===== src/rtl/prot_level_pkg.sv =====
package prot_level_pkg;

  localparam int unsigned WORD_W = 32;

  typedef logic [WORD_W-1:0] pword_t;

  // Word encodings the decoder recognises; everything else falls back to sealed.
  localparam pword_t WORD_BLANK  = {WORD_W{1'b1}};
  localparam pword_t WORD_SOFT   = pword_t'(3);
  localparam pword_t WORD_LOCKED = pword_t'(1);
  localparam pword_t WORD_SEALED = pword_t'(0);

  typedef enum logic [1:0] {
    LVL_OPEN   = 2'd0,
    LVL_SOFT   = 2'd1,
    LVL_LOCKED = 2'd2,
    LVL_SEALED = 2'd3
  } lvl_e;

  typedef enum logic [1:0] {
    ACT_NONE  = 2'd0,
    ACT_PROG  = 2'd1,
    ACT_ERASE = 2'd2,
    ACT_BRICK = 2'd3
  } act_e;

  function automatic lvl_e decode_word(pword_t w);
    lvl_e l;
    case (w)
      WORD_BLANK:  l = LVL_OPEN;
      WORD_SOFT:   l = LVL_SOFT;
      WORD_LOCKED: l = LVL_LOCKED;
      default:     l = LVL_SEALED;
    endcase
    return l;
  endfunction

  // Highest level at which command class idx stays enabled.
  function automatic lvl_e class_ceiling(int unsigned idx);
    return (idx == 0) ? LVL_LOCKED : LVL_OPEN;
  endfunction

endpackage


===== src/rtl/prot_nv_cell.sv =====
module prot_nv_cell
  import prot_level_pkg::*;
(
  input  logic   clk,
  input  logic   por_n,
  input  logic   wr_en,
  input  pword_t wr_data,
  input  logic   brick_set,
  output pword_t word_q,
  output logic   brick_q
);

  pword_t word_d;
  logic   brick_d;

  always_comb begin
    word_d  = word_q;
    brick_d = brick_q;
    if (wr_en)     word_d  = wr_data;
    if (brick_set) brick_d = 1'b1;
  end

  always_ff @(posedge clk or negedge por_n) begin
    if (!por_n) begin
      word_q  <= WORD_BLANK;
      brick_q <= 1'b0;
    end else begin
      if (wr_en)     word_q  <= word_d;
      if (brick_set) brick_q <= brick_d;
    end
  end

  a_r8_brick_sticky: assert property (@(posedge clk) disable iff (!por_n)
    brick_q |=> brick_q);

  a_r7_sealed_frozen: assert property (@(posedge clk) disable iff (!por_n)
    (decode_word(word_q) == LVL_SEALED) |=> $stable(word_q));

  a_r5_clear_only: assert property (@(posedge clk) disable iff (!por_n)
    ((word_q != $past(word_q)) && (word_q != WORD_BLANK))
      |-> ((word_q & ~$past(word_q)) == '0));

endmodule


===== src/rtl/prot_req_arbiter.sv =====
module prot_req_arbiter
  import prot_level_pkg::*;
(
  input  logic   clk,
  input  logic   rst_n,
  input  logic   prog_req,
  input  pword_t prog_word,
  input  logic   erase_req,
  input  logic   brick_req,
  input  pword_t word_q,
  input  logic   brick_q,
  output logic   wr_en,
  output pword_t wr_data,
  output logic   brick_set,
  output logic   err_q
);

  lvl_e cur_lvl;
  act_e act;
  logic clear_only;
  logic err_d;

  always_comb begin
    cur_lvl    = decode_word(word_q);
    clear_only = ((prog_word & ~word_q) == '0);
    if (brick_req)      act = ACT_BRICK;
    else if (erase_req) act = ACT_ERASE;
    else if (prog_req)  act = ACT_PROG;
    else                act = ACT_NONE;
  end

  always_comb begin
    wr_en     = 1'b0;
    wr_data   = word_q;
    brick_set = 1'b0;
    err_d     = 1'b0;
    if (rst_n && !brick_q) begin
      unique case (act)
        ACT_BRICK: brick_set = 1'b1;
        ACT_ERASE: begin
          if (cur_lvl != LVL_SEALED) begin
            wr_en   = 1'b1;
            wr_data = WORD_BLANK;
          end else begin
            err_d = 1'b1;
          end
        end
        ACT_PROG: begin
          if (((cur_lvl == LVL_OPEN) || (cur_lvl == LVL_SOFT)) && clear_only) begin
            wr_en   = 1'b1;
            wr_data = prog_word;
          end else begin
            err_d = 1'b1;
          end
        end
        default: ;
      endcase
    end
  end

  always_ff @(posedge clk or negedge rst_n) begin
    if (!rst_n) err_q <= 1'b0;
    else        err_q <= err_d;
  end

  a_r13_one_action: assert property (@(posedge clk) disable iff (!rst_n)
    !(wr_en && brick_set));

  a_r5_locked_no_prog: assert property (@(posedge clk) disable iff (!rst_n)
    (cur_lvl == LVL_LOCKED) |-> !(wr_en && (wr_data != WORD_BLANK)));

  a_r8_bricked_silent: assert property (@(posedge clk) disable iff (!rst_n)
    brick_q |=> !err_q);

endmodule


===== src/rtl/prot_perm_gate.sv =====
module prot_perm_gate
  import prot_level_pkg::*;
#(
  parameter int unsigned MBOX_W = 2,
  parameter int unsigned ISP_W  = 2
) (
  input  logic              clk,
  input  logic              rst_n,
  input  pword_t            word_q,
  input  logic              brick_q,
  output lvl_e              level_q,
  output logic              dbg_en_q,
  output logic              dbg_lock_q,
  output logic [MBOX_W-1:0] mbox_q,
  output logic [ISP_W-1:0]  isp_q
);

  lvl_e              lvl_d;
  logic              dbg_en_d;
  logic              dbg_lock_d;
  logic [MBOX_W-1:0] mbox_d;
  logic [ISP_W-1:0]  isp_d;

  always_comb begin
    lvl_d      = decode_word(word_q);
    dbg_en_d   = (lvl_d == LVL_OPEN) && !brick_q;
    dbg_lock_d = brick_q || (lvl_d == LVL_LOCKED) || (lvl_d == LVL_SEALED);
  end

  for (genvar gi = 0; gi < MBOX_W; gi++) begin : g_mbox
    localparam lvl_e CEIL = class_ceiling(gi);
    assign mbox_d[gi] = !brick_q && (lvl_d <= CEIL);
    if (gi > 0) begin : g_nest
      a_r14_mbox_nested: assert property (@(posedge clk) disable iff (!rst_n)
        mbox_q[gi] |-> mbox_q[gi-1]);
    end
  end

  for (genvar gi = 0; gi < ISP_W; gi++) begin : g_isp
    localparam lvl_e CEIL = class_ceiling(gi);
    assign isp_d[gi] = !brick_q && (lvl_d <= CEIL);
    if (gi > 0) begin : g_nest
      a_r14_isp_nested: assert property (@(posedge clk) disable iff (!rst_n)
        isp_q[gi] |-> isp_q[gi-1]);
    end
  end

  always_ff @(posedge clk or negedge rst_n) begin
    if (!rst_n) begin
      level_q    <= LVL_SEALED;
      dbg_en_q   <= 1'b0;
      dbg_lock_q <= 1'b1;
      mbox_q     <= '0;
      isp_q      <= '0;
    end else begin
      level_q    <= lvl_d;
      dbg_en_q   <= dbg_en_d;
      dbg_lock_q <= dbg_lock_d;
      mbox_q     <= mbox_d;
      isp_q      <= isp_d;
    end
  end

  a_r4_sealed_closed: assert property (@(posedge clk) disable iff (!rst_n)
    (level_q == LVL_SEALED) |-> (mbox_q == '0 && isp_q == '0 && !dbg_en_q && dbg_lock_q));

  a_r8_brick_withdraws: assert property (@(posedge clk) disable iff (!rst_n)
    brick_q |=> (!dbg_en_q && mbox_q == '0 && isp_q == '0));

  a_r1_open_unlocked: assert property (@(posedge clk) disable iff (!rst_n)
    dbg_en_q |-> !dbg_lock_q);

endmodule


===== src/rtl/prot_level_ctrl.sv =====
module prot_level_ctrl
  import prot_level_pkg::*;
#(
  parameter int unsigned MBOX_W = 2,
  parameter int unsigned ISP_W  = 2
) (
  input  logic              clk,
  input  logic              rst_n,
  input  logic              por_n,
  input  logic              prog_req,
  input  logic [31:0]       prog_word,
  input  logic              erase_req,
  input  logic              brick_req,
  output logic [1:0]        level,
  output logic              dbg_en,
  output logic              dbg_lock,
  output logic [MBOX_W-1:0] mbox_en,
  output logic [ISP_W-1:0]  isp_en,
  output logic              boot_inhibit,
  output logic              req_err,
  output logic [31:0]       prot_word
);

  pword_t word_q;
  pword_t wr_data;
  logic   brick_q;
  logic   wr_en;
  logic   brick_set;
  lvl_e   level_q;

  prot_nv_cell u_cell (
    .clk       (clk),
    .por_n     (por_n),
    .wr_en     (wr_en),
    .wr_data   (wr_data),
    .brick_set (brick_set),
    .word_q    (word_q),
    .brick_q   (brick_q)
  );

  prot_req_arbiter u_arb (
    .clk       (clk),
    .rst_n     (rst_n),
    .prog_req  (prog_req),
    .prog_word (prog_word),
    .erase_req (erase_req),
    .brick_req (brick_req),
    .word_q    (word_q),
    .brick_q   (brick_q),
    .wr_en     (wr_en),
    .wr_data   (wr_data),
    .brick_set (brick_set),
    .err_q     (req_err)
  );

  prot_perm_gate #(
    .MBOX_W (MBOX_W),
    .ISP_W  (ISP_W)
  ) u_gate (
    .clk        (clk),
    .rst_n      (rst_n),
    .word_q     (word_q),
    .brick_q    (brick_q),
    .level_q    (level_q),
    .dbg_en_q   (dbg_en),
    .dbg_lock_q (dbg_lock),
    .mbox_q     (mbox_en),
    .isp_q      (isp_en)
  );

  assign level        = level_q;
  assign boot_inhibit = brick_q;
  assign prot_word    = word_q;

  a_r9_reject_keeps_word: assert property (@(posedge clk) disable iff (!rst_n || !por_n)
    req_err |-> $stable(prot_word));

endmodule


===== config.mk =====
export PLATFORM = sky130hd
export DESIGN_NAME = prot_level_ctrl
export DESIGN_NICKNAME = d
export VERILOG_FILES = /design/src/rtl/prot_level_pkg.sv /design/src/rtl/prot_nv_cell.sv /design/src/rtl/prot_req_arbiter.sv /design/src/rtl/prot_perm_gate.sv /design/src/rtl/prot_level_ctrl.sv
export SDC_FILE = /design/constraint.sdc
export NUM_CORES = 1
export LEC_CHECK = 0
export BUFFER_PORTS_ARGS = -buffer_cell sky130_fd_sc_hd__buf_4
export CAP_MARGIN = 25
export CORE_MARGIN = 2
export CORE_UTILIZATION = 52
export DETAILED_ROUTE_END_ITERATION = 8
export PLACE_DENSITY = 0.8
export SETUP_SLACK_MARGIN = 0.1
export SYNTH_ARGS = -nofsm -noshare
export SYNTH_HDL_FRONTEND = slang
export SYNTH_SLANG_ARGS = --single-unit

===== constraint.sdc =====
create_clock -name clk -period 2.35 [get_ports clk]
set_input_delay 0.3525 -clock clk [delete_from_list [all_inputs] [get_ports clk]]
set_output_delay 0.3525 -clock clk [all_outputs]
set_load 0.05 [all_outputs]

==> metrics.yaml <==
outcome: "complete, but fails checks"
failed_checks: "hold timing, setup timing"
setup_viol_count_final: 30
power_report.internal_total_w: 0.001186
min_period_ps: 2512
post-synth-top-area-fraction: 0.3356
cts_buffers: 5
power-per-cell-area_mw_per_mm2: 386.8
leakage_nw: 1.626
finalHoldWorstSlack_ps: -21.42
postSynthRegisterBits: 39
numClockSinks: 39
critical_path.max_fanout: 8
drt_iter0_markers: 310
syn_area_sq_mm: 0.002740
final_design_area_no_fill_sq_mm: 0.004033
netlist_top_cells_area: "sky130_fd_sc_hd__dfstp_2 34%, sky130_fd_sc_hd__mux2i_1 11%, sky130_fd_sc_hd__o32ai_1 9.6%, sky130_fd_sc_hd__o31ai_1 8.5%, sky130_fd_sc_hd__nand2b_1 5.5%"
synth-seq-area-share: 0.3721
max_cap_viol_count: 0
drt_wl_total_um: 9746
grt_use_total: 0.3244
ys_dominant_reg_cell: "sky130_fd_sc_hd__dfstp_2"
sw_frac_of_total: 0.2393
area_growth_syn_to_layout_pct: 47.17
timing_worst_setup_path_type: "flip-flop to flip-flop"
detailedRoute.firstPassIterationCount: 6
final_critical_path_setup_slack_ps: -162.4
final_net_count: 429
final_min_period_over_clock_period: 1.069
cts-root-buf: "sky130_fd_sc_hd__clkbuf_8"
net-switching-power_w: 0.0003733
num_antenna_cells: 0
first_global_vias: 2919
finalWeightedCongestion: 0.8482
final.setup_skew_ps: 9.752
dpl_worst_slack_ps: -113.4
buffer_ports.inserted: 79
grt_overflow: 0
cts.htree.levels: 2
asyncSetResetFlopFracSynth: 1.000
maxClockFrequency_mhz: 398.0
ys.warnings.count: 0
share_clk_of_total_power: 0.444
dieArea_sq_mm: 0.005866
yosys.area.top_type: "sky130_fd_sc_hd__dfstp_2"
die_h_um: 76.59
count_of_flip_flops_with_a_built_in_enable_after_synthesis: 0
max_slew.worst_pin.slew_ps: 466.7
synthCells: 279
synthTopCellsByCount: "35 x sky130_fd_sc_hd__dfstp_2, 31 x sky130_fd_sc_hd__o31ai_1, 30 x sky130_fd_sc_hd__mux2i_1, 30 x sky130_fd_sc_hd__o32ai_1, 24 x sky130_fd_sc_hd__nand2b_1"
mappedNetlistNets: 320
synth.distinct_cells: 35
vias: 3032
share_comb_of_total_power: 0.124
drt.antenna.violating_nets: 0
final_hold_viol_count: 1
worstSkewPairLatency_ps: 310
die_x_um: 76.59
drc: 0
startpoint_types: "flip-flop"
ir_drop_uv: 344.3
clkSlewWorstSetupHoldPaths_ps: 80
worst_setup_path_end_kind: "flip-flop"
maxSlewViolCount: 0
wl_per_cell_um: 21.23
max-clock-path-buffers: 2
detailed_place_hpwl_um: 5924
placement_rows: 26
antenna_found_initial: 0
io-pin-count: 80
initial_core_util: 0.5365
synthMostInstantiatedCell: "sky130_fd_sc_hd__dfstp_2"
data_required_time_at_the_worst_endpoint_ps: 2580
vias_cell: 6.606
post_route_cells_drive_above_1_share: 0.5090
max-slew-margin-rel: 0.6862
detailed_place.area_sq_mm: 0.003602
maximum_number_of_pins_on_one_net_before_global_route_repair: 34
worst_path_arrival_ps: 2750
worst_hold_path_type: "primary input to asynchronous set/reset pin"
tritoncts: "done"
seqPwrFrac: 0.432
postSynthAreaPerCell_sq_um: 9.821
rsz0062_at_grt: "true"
core_region_area_sq_mm: 0.005107
grt_first_pass_wirelength_um: 15030
-- per-layer routing --
layer  track usage  wire length, um
met4        0.1473              392
met3       0.06517              807
met2        0.5097             4713
met5             0                0
met1        0.4325             3833
-- logic make-up after synthesis --
logic type               after synthesis  share of synthesized area
AO/OA/AOI/OAI                         78                     0.2397
adder cells (fa/ha/maj)                3                    0.01370
AND/OR/NAND/NOR                       91                     0.2000
flip-flops                            39                     0.3721
buffers and inverters                 38                    0.06483
multiplexers                          30                     0.1096
-- layout make-up --
| class | count | area, sq um |
|---|---|---|
| fillers | 328 | 1075 |
| inverters | 12 | 45.04 |
| flip-flops and latches | 39 | 1020 |
| multi-input cells | 202 | 1712 |
| well taps | 70 | 87.58 |
| clock buffers | 6 | 72.57 |
| repair buffers | 128 | 1036 |
| clock inverters | 2 | 60.06 |
-- repair_timing --
item                       CTS  global route
gates resized for setup     20            24
hold endpoints to repair     3             0
cloned                       2             0
setup endpoints to repair   33            34
pin swaps                    5            10
buffers inserted             6             7
hold buffers                 1             0
-- stage by stage --
step                      cells  setup TNS (ps)  hold WS [ps]  total power (W)    util
final                       459           -3319        -21.42         0.001560  0.7896
after global routing        459           -4856         4.269         0.001601  0.7896
after CTS                   453               0         1.416         0.001529  0.7589
after detailed placement    436           -1814         172.4        0.0008550  0.7053
after global placement      436          -357.2         169.2        0.0008488  0.7053
after floorplan             279               0         56.91        0.0007618       -
-- path summary, 6_finish.rpt --
| check | depth (start not counted) | slack, ps | endpoint | startpoint |
|---|---|---|---|---|
| hold / removal | 1 | -20 | u_cell.brick_q | por_n |
| setup reg to reg | 7 | -160 | u_cell.word_q[28] | u_cell.word_q[10] |
| max in group asynchronous | 2 | 1740 | u_gate.level_q[0] | rst_n |
| setup / recovery | 7 | -160 | u_cell.word_q[28] | u_cell.word_q[10] |
| hold reg to reg | 1 | 570 | u_gate.mbox_q[0] | u_cell.brick_q |
| min in group clk | 3 | 270 | u_cell.word_q[4] | prog_word[4] |
-- layout by cell type, fill, tap and decap left out, types with 6 or more instances in the layout --
cell type	Yosys	final
sky130_fd_sc_hd__a2111oi_2	0	6
sky130_fd_sc_hd__buf_4	3	119
sky130_fd_sc_hd__dfstp_2	35	35
sky130_fd_sc_hd__inv_1	11	11
sky130_fd_sc_hd__mux2i_1	30	26
sky130_fd_sc_hd__nand2_1	9	8
sky130_fd_sc_hd__nand2b_1	24	24
sky130_fd_sc_hd__nand4_1	12	12
sky130_fd_sc_hd__nor2b_1	22	20
sky130_fd_sc_hd__o31ai_1	31	31
sky130_fd_sc_hd__o32ai_1	30	30
-- power groups by stage --
stage	Combinational (W)	Sequential (W)	Clock (W)
finish	0.000194	0.000674	0.000692
global route	0.000212	0.000674	0.000715
CTS	0.000177	0.000674	0.000678
detailed placement	0.000170	0.000685	0
global placement	0.000164	0.000685	0
floorplan	0.0000771	0.000685	0
-- state kept, by name, summed over array words and instances (netlist names) --
signal,count
u_arb.err_q,1
u_cell.brick_q,1
u_cell.word_q,32
u_gate.dbg_en_q,1
u_gate.dbg_lock_q,1
u_gate.level_q,2
u_gate.mbox_q,1
-- worst max-delay path, stage by stage (launching register included) --
cell and delay (ps):
sky130_fd_sc_hd__dfstp_2 400, sky130_fd_sc_hd__nor4_2 320, sky130_fd_sc_hd__nand4_1 210, sky130_fd_sc_hd__or3_4 450, sky130_fd_sc_hd__a2111oi_4 430, sky130_fd_sc_hd__buf_4 230
sky130_fd_sc_hd__buf_12 150, sky130_fd_sc_hd__mux2i_4 230
No activity file was read; power rests on OpenSTA's default activity.
